## src/rtl/avg_seq_pkg.sv

```systemverilog
// Package avg_seq_pkg
// Shared constants and types of the averaging sequencer. The set size is
// 2**(code + SET_LOG2_BASE), so the code width fixes the largest set.
package avg_seq_pkg;

    localparam int CODE_W        = 2;
    localparam int SET_LOG2_BASE = 2;
    localparam int SET_LOG2_MAX  = SET_LOG2_BASE + (1 << CODE_W) - 1;

    typedef enum logic [0:0] {
        RUN_IDLE = 1'b0,
        RUN_ACT  = 1'b1
    } run_state_e;

endpackage

```

## src/rtl/avg_seq_ctrl.sv

```systemverilog
// Module avg_seq_ctrl
// Run control: decodes starts and stops, keeps the run state, counts the
// samples of the current set and flags the sample that closes a set.
// Assumes the engine returns at most one acknowledge per request cycle.
module avg_seq_ctrl
    import avg_seq_pkg::*;
#(
    parameter int CHAN_W = 5,
    parameter int CNT_W  = SET_LOG2_MAX,
    parameter int SH_W   = 3
) (
    input  logic              clk,
    input  logic              rst_n,
    input  logic              cfg_wr,
    input  logic [CHAN_W-1:0] cfg_chan,
    input  logic              hw_mode,
    input  logic              hw_trig,
    input  logic              avg_en,
    input  logic [CODE_W-1:0] avg_code,
    input  logic              cont_en,
    input  logic              conv_ack,
    output logic              run,
    output logic [CHAN_W-1:0] chan,
    output logic              start_evt,
    output logic              stop_evt,
    output logic              take,
    output logic              last,
    output logic              avg_on,
    output logic [SH_W-1:0]   shift
);

    localparam logic [CHAN_W-1:0] CHAN_OFF = {CHAN_W{1'b1}};

    run_state_e        state_q;
    logic [CHAN_W-1:0] chan_q;
    logic [CNT_W-1:0]  cnt_q;
    logic [CNT_W-1:0]  cnt_lim;
    logic [CODE_W-1:0] code_q;
    logic              avg_q;
    logic              cont_q;
    logic              wr_valid;
    logic              hw_start;

    // Decode the write strobe and the trigger into start and stop events.
    always_comb begin
        stop_evt  = cfg_wr && (cfg_chan == CHAN_OFF);
        wr_valid  = cfg_wr && (cfg_chan != CHAN_OFF);
        hw_start  = hw_mode && hw_trig && (state_q == RUN_IDLE) && (chan_q != CHAN_OFF);
        start_evt = !stop_evt && ((wr_valid && !hw_mode) || hw_start);
    end

    // Sample acceptance and end-of-set detection.
    always_comb begin
        shift   = SH_W'(code_q) + SH_W'(SET_LOG2_BASE);
        cnt_lim = CNT_W'((32'd1 << shift) - 32'd1);
        take    = (state_q == RUN_ACT) && conv_ack && !start_evt && !stop_evt;
        last    = take && (!avg_q || (cnt_q == cnt_lim));
    end

    // Run state and per-run configuration capture.
    always_ff @(posedge clk) begin
        if (!rst_n) begin
            state_q <= RUN_IDLE;
            code_q  <= '0;
            avg_q   <= 1'b0;
            cont_q  <= 1'b0;
        end else if (stop_evt) begin
            state_q <= RUN_IDLE;
        end else if (start_evt) begin
            state_q <= RUN_ACT;
            code_q  <= avg_code;
            avg_q   <= avg_en;
            cont_q  <= cont_en;
        end else if (last && !cont_q) begin
            state_q <= RUN_IDLE;
        end
    end

    // Channel register written by every channel strobe.
    always_ff @(posedge clk) begin
        if (!rst_n) begin
            chan_q <= CHAN_OFF;
        end else if (cfg_wr) begin
            chan_q <= cfg_chan;
        end
    end

    // Count of samples taken in the current set.
    always_ff @(posedge clk) begin
        if (!rst_n || start_evt || stop_evt) begin
            cnt_q <= '0;
        end else if (take) begin
            cnt_q <= last ? '0 : cnt_q + CNT_W'(1);
        end
    end

    assign run    = (state_q == RUN_ACT);
    assign chan   = chan_q;
    assign avg_on = avg_q;

endmodule

```

## src/rtl/avg_seq_accum.sv

```systemverilog
// Module avg_seq_accum
// Sums the samples of a set and forms the result register: the sample
// itself when averaging is off, else the sum with optional half-set
// rounding, shifted down by log2 of the set size.
// Assumes shift >= 1 whenever avg_on is set.
module avg_seq_accum #(
    parameter int SAMPLE_W = 16,
    parameter int ACC_W    = 21,
    parameter int SH_W     = 3,
    parameter bit ROUND_EN = 1'b1
) (
    input  logic                clk,
    input  logic                rst_n,
    input  logic                clr,
    input  logic                take,
    input  logic                last,
    input  logic                avg_on,
    input  logic [SH_W-1:0]     shift,
    input  logic [SAMPLE_W-1:0] sample,
    output logic [SAMPLE_W-1:0] result
);

    logic [ACC_W-1:0]    acc_q;
    logic [ACC_W-1:0]    sum_w;
    logic [ACC_W-1:0]    half_w;
    logic [ACC_W-1:0]    mean_w;
    logic [SAMPLE_W-1:0] result_q;

    // Running sum including the sample on the bus.
    always_comb sum_w = acc_q + ACC_W'(sample);

    generate
        if (ROUND_EN) begin : g_round
            // Rounding term of one half result step.
            always_comb half_w = ACC_W'(1) << (shift - SH_W'(1));
        end else begin : g_trunc
            // Plain truncation: no rounding term.
            always_comb half_w = '0;
        end
    endgenerate

    // Scaled mean of the completed set.
    always_comb mean_w = (sum_w + half_w) >> shift;

    // Partial sum: cleared on run start, stop and set end.
    always_ff @(posedge clk) begin
        if (!rst_n || clr) begin
            acc_q <= '0;
        end else if (take) begin
            acc_q <= last ? '0 : sum_w;
        end
    end

    // Result register loaded with the closing sample of each set.
    always_ff @(posedge clk) begin
        if (!rst_n) begin
            result_q <= '0;
        end else if (last) begin
            result_q <= avg_on ? mean_w[SAMPLE_W-1:0] : sample;
        end
    end

    assign result = result_q;

endmodule

```

## src/rtl/avg_seq_flags.sv

```systemverilog
// Module avg_seq_flags
// Completion flag, interrupt and DMA request. The flag is set by each
// delivered result, cleared by a read strobe or by a new start.
// Assumes a start and a delivery never share a cycle (control gates it).
module avg_seq_flags (
    input  logic clk,
    input  logic rst_n,
    input  logic start_evt,
    input  logic cmpl,
    input  logic rd_result,
    input  logic irq_en,
    input  logic dma_en,
    output logic done,
    output logic irq,
    output logic dma_req
);

    logic done_q;
    logic dma_q;

    // Completion flag: start clears, delivery sets, read clears.
    always_ff @(posedge clk) begin
        if (!rst_n || start_evt) begin
            done_q <= 1'b0;
        end else if (cmpl) begin
            done_q <= 1'b1;
        end else if (rd_result) begin
            done_q <= 1'b0;
        end
    end

    // One-cycle DMA request aligned with the flag setting edge.
    always_ff @(posedge clk) begin
        if (!rst_n) begin
            dma_q <= 1'b0;
        end else begin
            dma_q <= cmpl && dma_en;
        end
    end

    assign done    = done_q;
    assign irq     = done_q && irq_en;
    assign dma_req = dma_q;

endmodule

```

## src/rtl/avg_seq_top.sv

```systemverilog
// Module avg_seq_top
// Conversion averaging sequencer: requests conversions from an engine,
// passes or averages the samples and signals each result.
// Assumes conv_ack is only raised in answer to conv_req.
module avg_seq_top
    import avg_seq_pkg::*;
#(
    parameter int SAMPLE_W = 16,
    parameter int CHAN_W   = 5,
    parameter bit ROUND_EN = 1'b1
) (
    input  logic                clk,
    input  logic                rst_n,
    input  logic                cfg_wr,
    input  logic [CHAN_W-1:0]   cfg_chan,
    input  logic                hw_mode,
    input  logic                hw_trig,
    input  logic                avg_en,
    input  logic [CODE_W-1:0]   avg_code,
    input  logic                cont_en,
    input  logic                irq_en,
    input  logic                dma_en,
    input  logic                rd_result,
    input  logic                conv_ack,
    input  logic [SAMPLE_W-1:0] conv_data,
    output logic                conv_req,
    output logic [CHAN_W-1:0]   conv_chan,
    output logic [SAMPLE_W-1:0] result,
    output logic                busy,
    output logic                done,
    output logic                irq,
    output logic                dma_req
);

    localparam int CNT_W = SET_LOG2_MAX;
    localparam int SH_W  = $clog2(SET_LOG2_MAX + 1);
    localparam int ACC_W = SAMPLE_W + SET_LOG2_MAX;

    logic            run;
    logic            start_evt;
    logic            stop_evt;
    logic            take;
    logic            last;
    logic            avg_on;
    logic [SH_W-1:0] shift;

    avg_seq_ctrl #(
        .CHAN_W (CHAN_W),
        .CNT_W  (CNT_W),
        .SH_W   (SH_W)
    ) u_ctrl (
        .clk       (clk),
        .rst_n     (rst_n),
        .cfg_wr    (cfg_wr),
        .cfg_chan  (cfg_chan),
        .hw_mode   (hw_mode),
        .hw_trig   (hw_trig),
        .avg_en    (avg_en),
        .avg_code  (avg_code),
        .cont_en   (cont_en),
        .conv_ack  (conv_ack),
        .run       (run),
        .chan      (conv_chan),
        .start_evt (start_evt),
        .stop_evt  (stop_evt),
        .take      (take),
        .last      (last),
        .avg_on    (avg_on),
        .shift     (shift)
    );

    avg_seq_accum #(
        .SAMPLE_W (SAMPLE_W),
        .ACC_W    (ACC_W),
        .SH_W     (SH_W),
        .ROUND_EN (ROUND_EN)
    ) u_accum (
        .clk    (clk),
        .rst_n  (rst_n),
        .clr    (start_evt || stop_evt),
        .take   (take),
        .last   (last),
        .avg_on (avg_on),
        .shift  (shift),
        .sample (conv_data),
        .result (result)
    );

    avg_seq_flags u_flags (
        .clk       (clk),
        .rst_n     (rst_n),
        .start_evt (start_evt),
        .cmpl      (last),
        .rd_result (rd_result),
        .irq_en    (irq_en),
        .dma_en    (dma_en),
        .done      (done),
        .irq       (irq),
        .dma_req   (dma_req)
    );

    assign conv_req = run;
    assign busy     = run;

endmodule

```

## config.mk

```make
export PLATFORM = sky130hd
export DESIGN_NAME = avg_seq_top
export DESIGN_NICKNAME = d
export VERILOG_FILES = /design/src/rtl/avg_seq_pkg.sv /design/src/rtl/avg_seq_ctrl.sv /design/src/rtl/avg_seq_accum.sv /design/src/rtl/avg_seq_flags.sv /design/src/rtl/avg_seq_top.sv
export SDC_FILE = /design/constraint.sdc
export NUM_CORES = 1
export LEC_CHECK = 0
export BUFFER_PORTS_ARGS = -buffer_cell sky130_fd_sc_hd__buf_2
export CORE_MARGIN = 10
export CORE_UTILIZATION = 40
export CTS_CLUSTER_SIZE = 40
export DETAILED_ROUTE_END_ITERATION = 6
export HOLD_SLACK_MARGIN = 0.08
export PLACE_DENSITY = 0.65
export SYNTH_ARGS = -nofsm -noshare
export SYNTH_HDL_FRONTEND = slang
export SYNTH_SLANG_ARGS = --single-unit
```

## constraint.sdc

```tcl
create_clock -name clk -period 4.6 [get_ports clk]
set_input_delay 0 -clock clk [delete_from_list [all_inputs] [get_ports clk]]
set_output_delay 0 -clock clk [all_outputs]
set_load 0.02 [all_outputs]
```

* After elaboration in Yosys (flattened, before gate mapping)
Index checks and enable logic that the tools add are counted.
** Word-level totals
- Bits in latches :: 0
- Memory bits (writable) :: 0
- Output and inout bits :: 26
- ROM bits :: 0
- Input port bits :: 34
- Word-level logic and storage cells :: 63
- Memories kept :: 0
- Flip-flop bits (word level) :: 54
** Cells by class
- Reductions and logical operators :: 30
- Add/sub/neg operators :: 6
- Bitwise logic cells :: 3
- $lt $le $gt $ge :: 0
- Multipliers :: 0
- Div/mod/pow operators :: 0
- Multiplexer cells :: 7
- Shift-type cells :: 3
- Eq/ne operators :: 4
** Operator list (count)
- $add A21 B16 Y21 :: 1
- $add A21 B21 Y21 :: 1
- $mux W21 :: 1
- $shl A1 B3 Y21 const A :: 1
- $shr A21 B3 Y16 :: 1
- $mux W16 :: 1
- $logic_and A1 B1 Y1 :: 14
- $ne A5 B5 Y1 const B :: 2
- $logic_not A1 Y1 :: 6
- $logic_or A1 B1 Y1 :: 6
- $add A5 B1 Y5 const B :: 1
- $eq A5 B5 Y1 :: 1
- $eq A5 B5 Y1 const B :: 1
- $mux W5 :: 1
- $shl A1 B3 Y5 const A :: 1
- $sub A5 B1 Y5 const B :: 1
- $mux W1 :: 4
- $reduce_bool A2 Y1 :: 2
- $add A2 B2 Y3 const B :: 1
- $not A1 Y1 :: 3
- $sub A3 B1 Y3 const B :: 1
- $reduce_and A2 Y1 :: 1
- $reduce_or A2 Y1 :: 1

* Depth between registers and ports, before layout
Gate-level depths: netlist of the first run.
- Depth in word-level cells :: 12
- Mapped depth :: 19
- Gate-level depth less buffers :: 18

* Modules after synthesis
From an unflattened synthesis of the first run, not the netlist that was laid out.
** Unflattened totals
- Cell total of the unflattened synthesis :: 663
- Area, all modules :: 5107.4 µm²
** Modules (own cells, without submodules)
- avg_seq_accum :: seq. area each 740.7 µm², instances 1, area an instance 4247.8 µm², cells each 566
- avg_seq_ctrl :: seq. area each 300.3 µm², instances 1, area an instance 772.0 µm², cells each 88
- avg_seq_flags :: seq. area each 40.0 µm², instances 1, area an instance 73.8 µm², cells each 7
- avg_seq_top :: seq. area each 0.0 µm², instances 1, area an instance 13.8 µm², cells each 2

* Worst setup path before layout of the first run
Ideal clock, no wire load.
- Kind :: reg-to-reg
- Start :: register u_accum.acc_q[0]
- End :: register u_accum.result_q[15], in the netlist u_accum.result[15]
- Stages on the path, launching flop included :: 19
- Path slack :: 0.458 ns
- Required time :: 4.504 ns
- Clock period less this slack :: 4.142 ns
- Path buffers :: 0
- Arrival :: 4.047 ns
- Setup time :: 0.096 ns
- Path through :: dfxtp_1 -> ha_1 -> inv_1 -> fa_1 -> nand2b_1 -> nand2b_1 -> a21oi_1 -> xnor2_1 -> ha_1 -> o21ai_0 -> o21bai_2 -> o22ai_1 -> a31oi_4 -> nand4_1 -> nor4b_4 -> nand3_4 -> or3_4 -> and3_4 -> o41ai_2
** On the way
- Cells in the longest elaborated chain, start to end :: 4
** RTL lines
- from (decl) :: line avg_seq_accum.sv:23 : logic [ACC_W-1:0] acc_q;
- from (signal assigned) :: line avg_seq_accum.sv:50 : acc_q <= last ? '0 : sum_w;
- $add A21 B16 Y21 :: line avg_seq_accum.sv:30 : always_comb sum_w = acc_q + ACC_W'(sample);
- $add A21 B21 Y21 :: line avg_seq_accum.sv:43 : always_comb mean_w = (sum_w + half_w) >> shift;
- $shr A21 B3 Y16 :: line avg_seq_accum.sv:43
- $mux W16 :: line avg_seq_accum.sv:59 : result_q <= avg_on ? mean_w[SAMPLE_W-1:0] : sample;
- to (signal assigned) :: line avg_seq_accum.sv:59
- to (decl) :: line avg_seq_accum.sv:27 : logic [SAMPLE_W-1:0] result_q;
Every way passes these cells.
A chain may end at the register's enable or synchronous reset.

* Worst setup path in the final report of the first run
Ends and elaborated chain as after synthesis.

==> metrics.sh, run 1 <==
RUN_STATUS='finished, final reports clean'
TIMING.REG2REG.WORST_PATH_DEPTH=18
TIMING.SETUP.TNS_NS=0
WORST-R2R-SETUP-SLACK_NS=0.37
PLACEMENT_ROWS=38
DETAILROUTE.VIA_COUNT=4591
PRECTSSETUPSLACK_NS=0.261
TOP_LEVEL_PINS=60
TIMING.CRITICAL_PATH.ARRIVAL_NS=4.47
GRT_FIRST_PASS_WIRELENGTH_UM=21700
FINAL_REPORT_MAX_SLEW_VIOLATION_COUNT=0
YOSYSWARNINGS=0
CRITPATHREQUIREDTIME_NS=4.84
DRT-INITIAL-DRC-COUNT=346
DRT_DRC_VIOLATIONS_LEFT=0
CORE_AREA_UM2=10900
GRT_SETUP_UNREPAIRED='false'
CP_MAX_FO=5
HOLD_VIOL=0
SYNTH.DISTINCT_CELLS=80
GRT_PASS1_VIAS=4259
FIRSTDRTPASSITERS=5
CTS_MAX_PATH_BUFFERS=2
DIE_H_UM=126
POST_ROUTE_CELLS_DRIVE_ABOVE_1_SHARE_PCT=16.9
GP_ROUTABILITY_CONGESTION=0.912
YS_SEQ_ELEMENTS=54
ROUTED_VIA_DENSITY=5.81
DESIGN.DIE.AREA_UM2=15800
SYNTHCELLS=588
MAIN_SYNTH_FF_TYPE='sky130_fd_sc_hd__dfxtp_1'
CLK_ROOT_BUFFER_CELL='sky130_fd_sc_hd__clkbuf_8'
CRIT_START='u_accum.acc_q[0]'
GRT_MAX_DEGREE=32
CTS.CLK_SLEW.WORST_PATHS_NS=0.11
CTS_INSERTED_BUFFERS=5
WIRELENGTH_UM=13600
SYN-MEAN-INSTANCE-AREA_UM2=7.62
SETUP_WS_NS=0.374
HPWLAFTERDP_UM=10100
FINAL_ANTENNA_NET_COUNT=0
P_LEAK_uW=0.00211
AVGROUTEDWIREPERCELL_UM=17.2
MIN_PERIOD_OVER_PERIOD_PCT=91.9
POWER_DENSITY_nW_PER_UM2=215
CLOCK_SINKS=54
FINAL_PERIOD_MINUS_WORST_SETUP_SLACK_NS=4.23
CP-END-KIND='flip-flop'
CRIT_TYPE='flip-flop to flip-flop'
SEQ_AREA_FRAC_SYNTH_PCT=24.1
POSTLAYOUTCOREUTIL_PCT=47.7
WORST_R2R_STARTPOINT='u_accum.acc_q[0]'
MAX-CAP-VIOLATIONS=0
TIMING.CLOCK.SKEW_NS=0.00985
RR_ENDPOINT='u_accum.result[15]'
GRT.OVERFLOW.TOTAL=0
VDD.IR_DROP.WORST_uV=128
NUMBER_OF_ENABLE_FLIP_FLOP_CELLS_AFTER_SYNTHESIS=0
INITIAL_CORE_UTIL_PCT=41.2
PORT_BUFFERS=59
TOTAL_POWER_uW=1120
DIE-WIDTH_UM=126
WORST_SETUP_PATH_ENDPOINT='u_accum.result[15]'
ANTENNADIODECOUNT=0
SYN2LAYOUT_AREA_GROWTH_PCT=15.9
TRITONCTS='done'
MIN_PATH_TYPE='input pin to flip-flop'
WORST_CASE_HEADROOM_TO_THE_MAX_SLEW_LIMIT_PCT=31.5
CTS_HTREE_LEVELS=2
GR-USAGE-ALL-LAYERS_PCT=16.1
ANTENNA_FOUND_INITIAL=0
FINISH.NET_COUNT=708
CLOCK_LATENCY_NS=0.33
SYNTH_AREA_UM2=4480
FMAX_GHz=0.237
ASYNCSETRESETFLOPFRACSYNTH_PCT=0
WORST_HOLD_SLACK_NS=0.0972
TIMING.FINAL.SETUP_VIOLATIONS=0
TIGHTESTPINTRANSITION_NS=1.03
WORSTSETUPSTARTPOINTTYPE='flip-flop'
-- final cells by class --
class                   count  area [um^2]
fillers                  1055         5690
clock inverters             3         23.8
inverters                  12         45.0
multi-input cells         486         3220
well taps                 140          175
flip-flops and latches     54         1080
repair buffers             90          586
clock buffers               5         68.8
-- through the flow --
step	area (um^2)	std cells
after global routing	5190	790
after CTS	5180	789
after detailed placement	4850	758
after floorplan	4490	590
after global placement	4850	758
final	5190	790
-- state kept, by name, summed over array words and instances, names as in the netlist, 2 cells and up --
signal and flops:
u_accum.acc_q 21, u_ctrl.code_q 2, u_ctrl.cnt_q 5, u_accum.result 16, u_ctrl.chan 5
-- routing by layer --
metal / GRT usage [%] / routed length [um] / vias to the layer above
met5: 0 / 0 / -
met4: 4.89 / 221 / 0
met3: 2.85 / 983 / 14
met2: 26.5 / 6210 / 160
met1: 21.0 / 6190 / 2137
li1: - / - / 2280
-- layout by cell type (no fill, tap or decap), types with 7 or more instances in the layout --
cell type | Yosys | layout
sky130_fd_sc_hd__o211ai_1 | 12 | 12
sky130_fd_sc_hd__nor2b_1 | 10 | 10
sky130_fd_sc_hd__mux2i_1 | 17 | 17
sky130_fd_sc_hd__buf_2 | 4 | 59
sky130_fd_sc_hd__nand4_1 | 9 | 9
sky130_fd_sc_hd__inv_1 | 11 | 11
sky130_fd_sc_hd__xnor2_1 | 16 | 16
sky130_fd_sc_hd__and3_1 | 13 | 13
sky130_fd_sc_hd__nor3_1 | 11 | 11
sky130_fd_sc_hd__nor2_1 | 50 | 50
sky130_fd_sc_hd__buf_4 | 1 | 8
sky130_fd_sc_hd__a21o_1 | 7 | 7
sky130_fd_sc_hd__o21ai_0 | 26 | 25
sky130_fd_sc_hd__or3_1 | 14 | 14
sky130_fd_sc_hd__nand2_1 | 61 | 61
sky130_fd_sc_hd__a31oi_1 | 9 | 9
sky130_fd_sc_hd__dfxtp_1 | 54 | 54
sky130_fd_sc_hd__a211oi_1 | 8 | 8
sky130_fd_sc_hd__a21oi_1 | 61 | 61
sky130_fd_sc_hd__ha_1 | 24 | 24
sky130_fd_sc_hd__xor2_1 | 10 | 10
sky130_fd_sc_hd__dlygate4sd3_1 | 0 | 23
sky130_fd_sc_hd__nand3_1 | 22 | 22
-- kinds of logic (layout without fill, tap and decap cells) --
family / after synthesis / in the layout / synth area share [%]
buf+inv: 50 / 110 / 4.55
fa+ha+maj: 25 / 25 / 7.14
other cells: 1 / 3 / 0.0836
simple gates: 225 / 225 / 25.7
xor+xnor: 27 / 27 / 5.44
flops: 54 / 54 / 24.1
compound gates: 187 / 187 / 28.6
mux: 19 / 19 / 4.30
-- synth_stat cells, types with 4 or more instances --
| cell | n | share of area [%] |
|---|---|---|
| sky130_fd_sc_hd__a211oi_1 | 8 | 1.3 |
| sky130_fd_sc_hd__a21o_1 | 7 | 1.2 |
| sky130_fd_sc_hd__a21oi_1 | 61 | 6.8 |
| sky130_fd_sc_hd__a21oi_2 | 5 | 0.98 |
| sky130_fd_sc_hd__a22oi_1 | 6 | 1.0 |
| sky130_fd_sc_hd__a31oi_1 | 9 | 1.3 |
| sky130_fd_sc_hd__and2_1 | 4 | 0.56 |
| sky130_fd_sc_hd__and3_1 | 13 | 1.8 |
| sky130_fd_sc_hd__buf_2 | 4 | 0.45 |
| sky130_fd_sc_hd__clkbuf_1 | 30 | 2.5 |
| sky130_fd_sc_hd__dfxtp_1 | 54 | 24 |
| sky130_fd_sc_hd__ha_1 | 24 | 6.7 |
| sky130_fd_sc_hd__inv_1 | 11 | 0.92 |
| sky130_fd_sc_hd__mux2i_1 | 17 | 3.8 |
| sky130_fd_sc_hd__nand2_1 | 61 | 5.1 |
| sky130_fd_sc_hd__nand2b_1 | 5 | 0.70 |
| sky130_fd_sc_hd__nand3_1 | 22 | 2.5 |
| sky130_fd_sc_hd__nand4_1 | 9 | 1.3 |
| sky130_fd_sc_hd__nor2_1 | 50 | 4.2 |
| sky130_fd_sc_hd__nor2b_1 | 10 | 1.4 |
| sky130_fd_sc_hd__nor3_1 | 11 | 1.2 |
| sky130_fd_sc_hd__nor3b_1 | 4 | 0.67 |
| sky130_fd_sc_hd__o211ai_1 | 12 | 2.0 |
| sky130_fd_sc_hd__o21a_1 | 4 | 0.67 |
| sky130_fd_sc_hd__o21ai_0 | 26 | 2.9 |
| sky130_fd_sc_hd__o21ai_1 | 4 | 0.45 |
| sky130_fd_sc_hd__or3_1 | 14 | 2.0 |
| sky130_fd_sc_hd__xnor2_1 | 16 | 3.1 |
| sky130_fd_sc_hd__xor2_1 | 10 | 2.0 |
-- power breakdown --
group	total (uW)	internal, uW	switching [uW]
Sequential	497	481	15.9
Combinational	327	133	194
Clock	292	110	183
Total	1120	724	392
-- how the worst min path moves through the flow --
stage,start,to,slack [ns],cells past startpoint
2_1_floorplan,cfg_chan[0],u_ctrl.chan[0],0.13,2
3_3_place_gp,dma_en,u_flags.dma_req,0.23,2
3_5_place_dp,dma_en,u_flags.dma_req,0.24,2
4_1_cts,rst_n,u_ctrl.chan[1],0.08,2
5_1_grt,rst_n,u_ctrl.chan[1],0.10,2
6_report,conv_data[15],u_accum.result[15],0.1,5
-- what timing repair did --
action                                  4_1_cts  5_1_grt
buffers inserted                              0        1
resized for setup                             0        4
hold endpoints to repair                     14        0
hold buffers                                 23        0
endpoints found under the setup margin        0        5
-- worst max-delay path, stage by stage, from the launching register on --
cell	delay, ns
sky130_fd_sc_hd__dfxtp_1	0.35
sky130_fd_sc_hd__ha_1	0.19
sky130_fd_sc_hd__inv_1	0.06
sky130_fd_sc_hd__fa_1	0.38
sky130_fd_sc_hd__nand2b_2	0.23
sky130_fd_sc_hd__a21oi_4	0.20
sky130_fd_sc_hd__nor2_1	0.09
sky130_fd_sc_hd__xnor2_1	0.21
sky130_fd_sc_hd__ha_1	0.25
sky130_fd_sc_hd__o21a_1	0.15
sky130_fd_sc_hd__o21a_1	0.12
sky130_fd_sc_hd__o22ai_2	0.11
sky130_fd_sc_hd__a31oi_4	0.21
sky130_fd_sc_hd__nand4_1	0.17
sky130_fd_sc_hd__nor4b_4	0.44
sky130_fd_sc_hd__nand3_4	0.13
sky130_fd_sc_hd__or3_4	0.41
sky130_fd_sc_hd__and3_4	0.18
sky130_fd_sc_hd__o41ai_2	0.25
(Power assumes the default switching activity.)
==> run 2: changes to the inputs <==
Settings changed: PLACE_DENSITY 0.65 to unset.
==> run 2 against run 1 <==
Sequential power down 1%. Combinational power up 2%. Final area up 0.65%. Sequential share of layout area down 0.13 points. Global-route usage up 0.67 points. Critical path depth up 1. Sequential cell count unchanged. Via count down 0.46%. Critical path type unchanged.
==> metrics.sh, run 2 (synthesis gave the netlist of run 1 again) <==
RUN_STATUS='finished, final reports clean'
FINALINSTANCEAREA_UM2=5230  # +0.65%
GRT_PASS1_VIAS=4330  # +1.7%
DIE-WIDTH_UM=126  # unchanged
CORE_AREA_UM2=10900  # unchanged
CRITPATHREQUIREDTIME_NS=4.84  # about the same
TIMING.CRITICAL_PATH.ARRIVAL_NS=4.63  # +0.16 ns
CRITICAL-PATH-TOP-DELAY-FAMILY='simple AND/OR/NAND/NOR gates'
LARGEST_REG_FLOPS=21  # unchanged
GP_ROUTABILITY_CONGESTION=0.910  # -0.15%
CRITICAL_PATH.CELL_CHAIN='ha_1, inv_1, fa_1, nand2b_1, nand2b_1, a21oi_1, xnor2_1, ha_1, o21ai_0, o21bai_2, o22ai_1, a31oi_4, nand4_1, nor4b_4, buf_4, nand3_4, or3_4, and3_4, o41ai_2'
MIN_PATH_TYPE='input pin to flip-flop'
DRT-INITIAL-DRC-COUNT=294  # -15%
POST_DP_CELL_AREA_UM2=4880  # +0.46%
ANTENNA_FOUND_INITIAL=0  # unchanged
DESIGN.DIE.AREA_UM2=15800  # unchanged
FIRSTDRTPASSITERS=4  # -1
GRT_FIRST_PASS_WIRELENGTH_UM=22500  # +3.5%
LARGEST-REGISTER='u_accum.acc_q'
CLOCK_SINKS=54  # unchanged
TIMING.FINAL.SETUP_VIOLATIONS=0  # unchanged
MAX-CAP-VIOLATIONS=0  # unchanged
DIE_H_UM=126  # unchanged
MIN_PERIOD_OVER_PERIOD_PCT=95.5  # +3.6 points
CTS_INSERTED_BUFFERS=5  # unchanged
VDD.IR_DROP.WORST_uV=131  # +1.7%
SYN2LAYOUT_AREA_GROWTH_PCT=16.6
FINAL_PERIOD_MINUS_WORST_SETUP_SLACK_NS=4.39  # +0.167 ns
PRECTSSETUPSLACK_NS=0.250  # -0.0113 ns
P_LEAK_uW=0.00214  # +1.8%
POSTLAYOUTCOREUTIL_PCT=48.0  # +0.31 points
INITIAL_CORE_UTIL_PCT=41.2  # unchanged
CLOCK_LATENCY_NS=0.33  # about the same
CPMAXSTAGEDELAYCELL='sky130_fd_sc_hd__or3_4'
ROUTED_VIA_DENSITY=5.76  # -0.83%
TIMING.CLOCK.SKEW_NS=0.00904  # -0.000813 ns
DETAILROUTE.VIA_COUNT=4570  # -0.46%
TOTAL_POWER_uW=1170  # +5.3%
TOP_LEVEL_PINS=60  # unchanged
SETUP_WS_NS=0.207  # -0.167 ns
FINAL_REPORT_MAX_SLEW_VIOLATION_COUNT=0  # unchanged
PLACEMENT_ROWS=38  # unchanged
TRITONCTS='done'
CLK_ROOT_BUFFER_CELL='sky130_fd_sc_hd__clkbuf_8'
DRT_DRC_VIOLATIONS_LEFT=0  # unchanged
CP-END-KIND='flip-flop'
FINAL_CELL_COUNT_NO_FILL=793  # +0.38%
HOLD_VIOL=0  # unchanged
AVGROUTEDWIREPERCELL_UM=17.6  # +2.1%
CP_SLOWEST_STAGE_DELAY_NS=0.41  # -0.03 ns
WORST_CASE_HEADROOM_TO_THE_MAX_SLEW_LIMIT_PCT=52.4  # +21 points
WIRELENGTH_UM=13900  # +2.5%
FINAL-SEQ-AREA_UM2=1080  # unchanged
GRT.OVERFLOW.TOTAL=0  # unchanged
PLACED_CELLS_INCL_TAPS=761  # +0.40%
FINISH.NET_COUNT=711  # +0.42%
FINAL_ANTENNA_NET_COUNT=0  # unchanged
CP_MAX_FO=5  # unchanged
MULTI_INPUT_COMB_AREA_UM2=3210  # -0.16%
FMAX_GHz=0.228  # -3.8%
CRIT_TYPE='flip-flop to flip-flop'
POWER_DENSITY_nW_PER_UM2=225  # +4.6%
CTS.CLK_SLEW.WORST_PATHS_NS=0.11  # about the same
GR-USAGE-ALL-LAYERS_PCT=16.8  # +0.67 points
WORST-R2R-SETUP-SLACK_NS=0.21  # -0.17 ns
CTS_HTREE_LEVELS=2  # unchanged
PORT_BUFFERS=59  # unchanged
LAYOUT.CELLS.MOST_COMMON_LIST='61 x sky130_fd_sc_hd__nand2_1, 61 x sky130_fd_sc_hd__a21oi_1, 59 x sky130_fd_sc_hd__buf_2'
WORSTSETUPSTARTPOINTTYPE='flip-flop'
CTS_MAX_PATH_BUFFERS=2  # unchanged
GRT_MAX_DEGREE=36  # +13%
POST_ROUTE_CELLS_DRIVE_ABOVE_1_SHARE_PCT=17.6  # +0.69 points
ANTENNADIODECOUNT=0  # unchanged
CP_NUM_BUF_INV=2  # +1
FILLERINSTANCES=1078  # +2.2%
TIGHTESTPINTRANSITION_NS=0.708  # -0.319 ns
HPWLAFTERDP_UM=10300  # +2.1%
==> run 2: layout make-up <==
class | count | share of cell area [%]
repair buffers | 93 | 11.5
well taps | 140 | 3.35
clock inverters | 3 | 0.909
inverters | 12 | 0.861
clock buffers | 5 | 1.32
multi-input cells | 486 | 61.4
flip-flops and latches | 54 | 20.7
==> run 2: path summary, 6_finish.rpt <==
path / from / endpoint / cells after the start
hold reg to reg: u_accum.acc_q[6] / u_accum.acc_q[6] / 2
setup / recovery: u_accum.acc_q[0] / u_accum.result[15] / 19
setup reg to reg: u_accum.acc_q[0] / u_accum.result[15] / 19
hold / removal: rst_n / u_ctrl.chan[4] / 2
==> run 2: timing repair <==
action,CTS,global route
hold endpoints to repair,15,0
buffers inserted,0,4
hold buffers,20,0
resized for setup,0,1
setup endpoints to repair,0,5
==> run 2: where the power goes <==
part           switching [uW]  internal [uW]
registers                8.84            481
clock network             186            166
logic                     201            133
==> run 2: through the flow <==
step                TNS [ns]  hold slack, ns
global route         -0.0107           0.112
detailed placement         0           0.237
floorplan                  0           0.129
global placement           0           0.235
finish                     0          0.0881
CTS                        0          0.0879
==> run 2: metal layers <==
metal | global-route usage, % | part of all wire (%) | vias to the layer above
li1 | - | - | 2282
met2 | 28.0 | 47 | 134
met3 | 2.64 | 5.8 | 10
met1 | 22.0 | 46 | 2144
met5 | 0 | 0 | -
met4 | 4.29 | 1.1 | 0
==> run 3: changes to the inputs <==
Settings changed: CTS_BUF_LIST set to sky130_fd_sc_hd__clkbuf_8, PLACE_DENSITY set to 0.62.
==> run 3 against run 2 <==
Final cell count down 0.13%. Worst hold slack gained 0.0049 ns. Fmax up 1.6%. Sequential cell count did not move. Sequential share of layout area shrank 0.054 points. Critical path type unchanged. Critical endpoint unchanged. Largest cell class unchanged. Largest power group unchanged. Highest routed layer unchanged.
==> metrics.sh, run 3 (synthesis gave the netlist of run 1 again) <==
PLACEMENT_ROWS=38  # unchanged
AVGROUTEDWIREPERCELL_UM=17.4  # -1.0%
P_LEAK_uW=0.00214  # -0.34%
TOTAL_POWER_uW=1180  # +0.14%
DRT_DRC_VIOLATIONS_LEFT=0  # unchanged
CP_NUM_BUF_INV=1  # -1
TIMING.CRITICAL_PATH.ARRIVAL_NS=4.56  # -0.07 ns
DIE_H_UM=126  # unchanged
CRITICAL-PATH-TOP-DELAY-FAMILY='simple AND/OR/NAND/NOR gates'
GP_ROUTABILITY_CONGESTION=0.865  # -5.0%
FINAL_CELL_COUNT_NO_FILL=792  # -0.13%
CRIT_START='u_accum.acc_q[0]'
LARGEST-REGISTER='u_accum.acc_q'
HPWLAFTERDP_UM=10100  # -2.3%
TIMING.SETUP.TNS_NS=0  # unchanged
CTS_INSERTED_BUFFERS=5  # unchanged
ROUTED_VIA_DENSITY=5.77  # +0.15%
CP-END-KIND='flip-flop'
TIMING.CLOCK.SKEW_NS=0.00600  # -0.00304 ns
CTS_HTREE_LEVELS=2  # unchanged
POST_ROUTE_CELLS_DRIVE_ABOVE_1_SHARE_PCT=17.3  # -0.28 points
HOLD_VIOL=0  # unchanged
FMAX_GHz=0.231  # +1.6%
MIN_PERIOD_OVER_PERIOD_PCT=94.0  # -1.5 points
TRITONCTS='done'
ANTENNA_FOUND_INITIAL=0  # unchanged
POWER_DENSITY_nW_PER_UM2=224  # -0.12%
CLOCK_LATENCY_NS=0.33  # about the same
CTS.CLK_SLEW.WORST_PATHS_NS=0.11  # about the same
FINAL_PERIOD_MINUS_WORST_SETUP_SLACK_NS=4.32  # -0.0706 ns
CORE_AREA_UM2=10900  # unchanged
MIN_FROM='conv_data[11]'
SETUP_WS_NS=0.278  # +0.0706 ns
CRIT_TYPE='flip-flop to flip-flop'
TOP_LEVEL_PINS=60  # unchanged
CLOCK_SINKS=54  # unchanged
LAYOUT.CELLS.MOST_COMMON_LIST='61 x sky130_fd_sc_hd__nand2_1, 61 x sky130_fd_sc_hd__a21oi_1, 59 x sky130_fd_sc_hd__buf_2'
VDD.IR_DROP.WORST_uV=119  # -8.6%
WORSTSETUPSTARTPOINTTYPE='flip-flop'
INITIAL_CORE_UTIL_PCT=41.2  # unchanged
DETAILROUTE.VIA_COUNT=4571  # +0.022%
CTS_MAX_PATH_BUFFERS=2  # unchanged
CPMAXSTAGEDELAYCELL='sky130_fd_sc_hd__nor4b_4'
GRT_MAX_DEGREE=36  # unchanged
CLK_ROOT_BUFFER_CELL='sky130_fd_sc_hd__clkbuf_8'
MAX-CAP-VIOLATIONS=0  # unchanged
TIGHTESTPINTRANSITION_NS=0.994  # +0.286 ns
FINAL_REPORT_MAX_SLEW_VIOLATION_COUNT=0  # unchanged
CP_SLOWEST_STAGE_DELAY_NS=0.44  # +0.03 ns
GRT_FIRST_PASS_WIRELENGTH_UM=22600  # +0.43%
WIRELENGTH_UM=13800  # -1.1%
FINAL_ANTENNA_NET_COUNT=0  # unchanged
PLACED_CELLS_INCL_TAPS=760  # -0.13%
CP_MAX_FO=5  # unchanged
PORT_BUFFERS=59  # unchanged
GRT.OVERFLOW.TOTAL=0  # unchanged
GRT_PASS1_VIAS=4343  # +0.30%
MIN_PATH_TYPE='input pin to flip-flop'
FIRSTDRTPASSITERS=5  # +1
FINISH.NET_COUNT=710  # -0.14%
RUN_STATUS='finished, final reports clean'
DESIGN.DIE.AREA_UM2=15800  # unchanged
POSTLAYOUTCOREUTIL_PCT=48.1  # +0.13 points
TIMING.FINAL.SETUP_VIOLATIONS=0  # unchanged
GRT_SETUP_UNREPAIRED='false'
ANTENNADIODECOUNT=0  # unchanged
CRITICAL_PATH.CELL_CHAIN='ha_1, inv_1, fa_1, nand2b_1, nand2b_1, a21oi_1, xnor2_1, ha_1, o21ai_0, o21bai_2, o22ai_4, a31oi_4, nand4_1, nor4b_4, nand3_4, or3_4, and3_4, o41ai_2'
SYN2LAYOUT_AREA_GROWTH_PCT=16.9
PRECTSSETUPSLACK_NS=0.202  # -0.0479 ns
LARGEST_REG_FLOPS=21  # unchanged
CRITPATHREQUIREDTIME_NS=4.84  # about the same
DRT-INITIAL-DRC-COUNT=363  # +23%
WORST_R2R_STARTPOINT='u_accum.acc_q[0]'
WORST_CASE_HEADROOM_TO_THE_MAX_SLEW_LIMIT_PCT=33.6  # -19 points
GR-USAGE-ALL-LAYERS_PCT=16.8  # +0.035 points
DIE-WIDTH_UM=126  # unchanged
## run 3: changes by cell type in the layout (fill, tap and decap cells not counted), sizes merged
cell,previous run,this run
buf,73,70
dlygate4sd3,20,22
## run 3: final timing paths
check                  endpoint  slack (ns)  cells past startpoint
max          u_accum.result[15]        0.28                     18
max reg2reg  u_accum.result[15]        0.28                     18
min          u_accum.result[11]        0.09                      4
min reg2reg    u_accum.acc_q[4]        0.46                      2
## run 3: per-layer routing
layer / global-route usage [%] / part of all wire, % / vias up
li1: - / - / 2283
met1: 21.5 / 46 / 2140
met2: 28.1 / 47 / 128
met3: 3.02 / 5.2 / 20
met4: 4.96 / 1.8 / 0
met5: 0 / 0 / -
## run 3: area by class of cell
class / instances / area, um^2
Multi-Input combinational cell: 486 / 3230
Sequential cell: 54 / 1080
Inverter: 12 / 45.0
Clock buffer: 5 / 68.8
Timing Repair Buffer: 92 / 598
Tap cell: 140 / 175
Fill cell: 1076 / 5650
Clock inverter: 3 / 47.5
## run 3: where the power goes
part           internal [uW]  total (uW)  switching, uW
sequential               481         497           15.8
clock                    165         346            180
combinational            136         334            198
## run 3: worst min-delay path: stages
cell,delay [ns]
sky130_fd_sc_hd__buf_2,0.10
sky130_fd_sc_hd__or3_1,0.10
sky130_fd_sc_hd__o211ai_1,0.08
sky130_fd_sc_hd__a21oi_1,0.11
## run 3: metrics by stage
step                hold slack (ns)  instance area [um^2]
floorplan                     0.129                  4490
global placement              0.232                  4870
detailed placement            0.234                  4870
CTS                          0.0850                  5210
global route                  0.112                  5240
finish                       0.0930                  5240
## run 3: what timing repair did
item                       in CTS  in global routing
hold buffers                   22                  0
buffers inserted                0                  2
setup endpoints to repair       0                  6
resized for setup               0                  4
hold endpoints to repair       15                  0
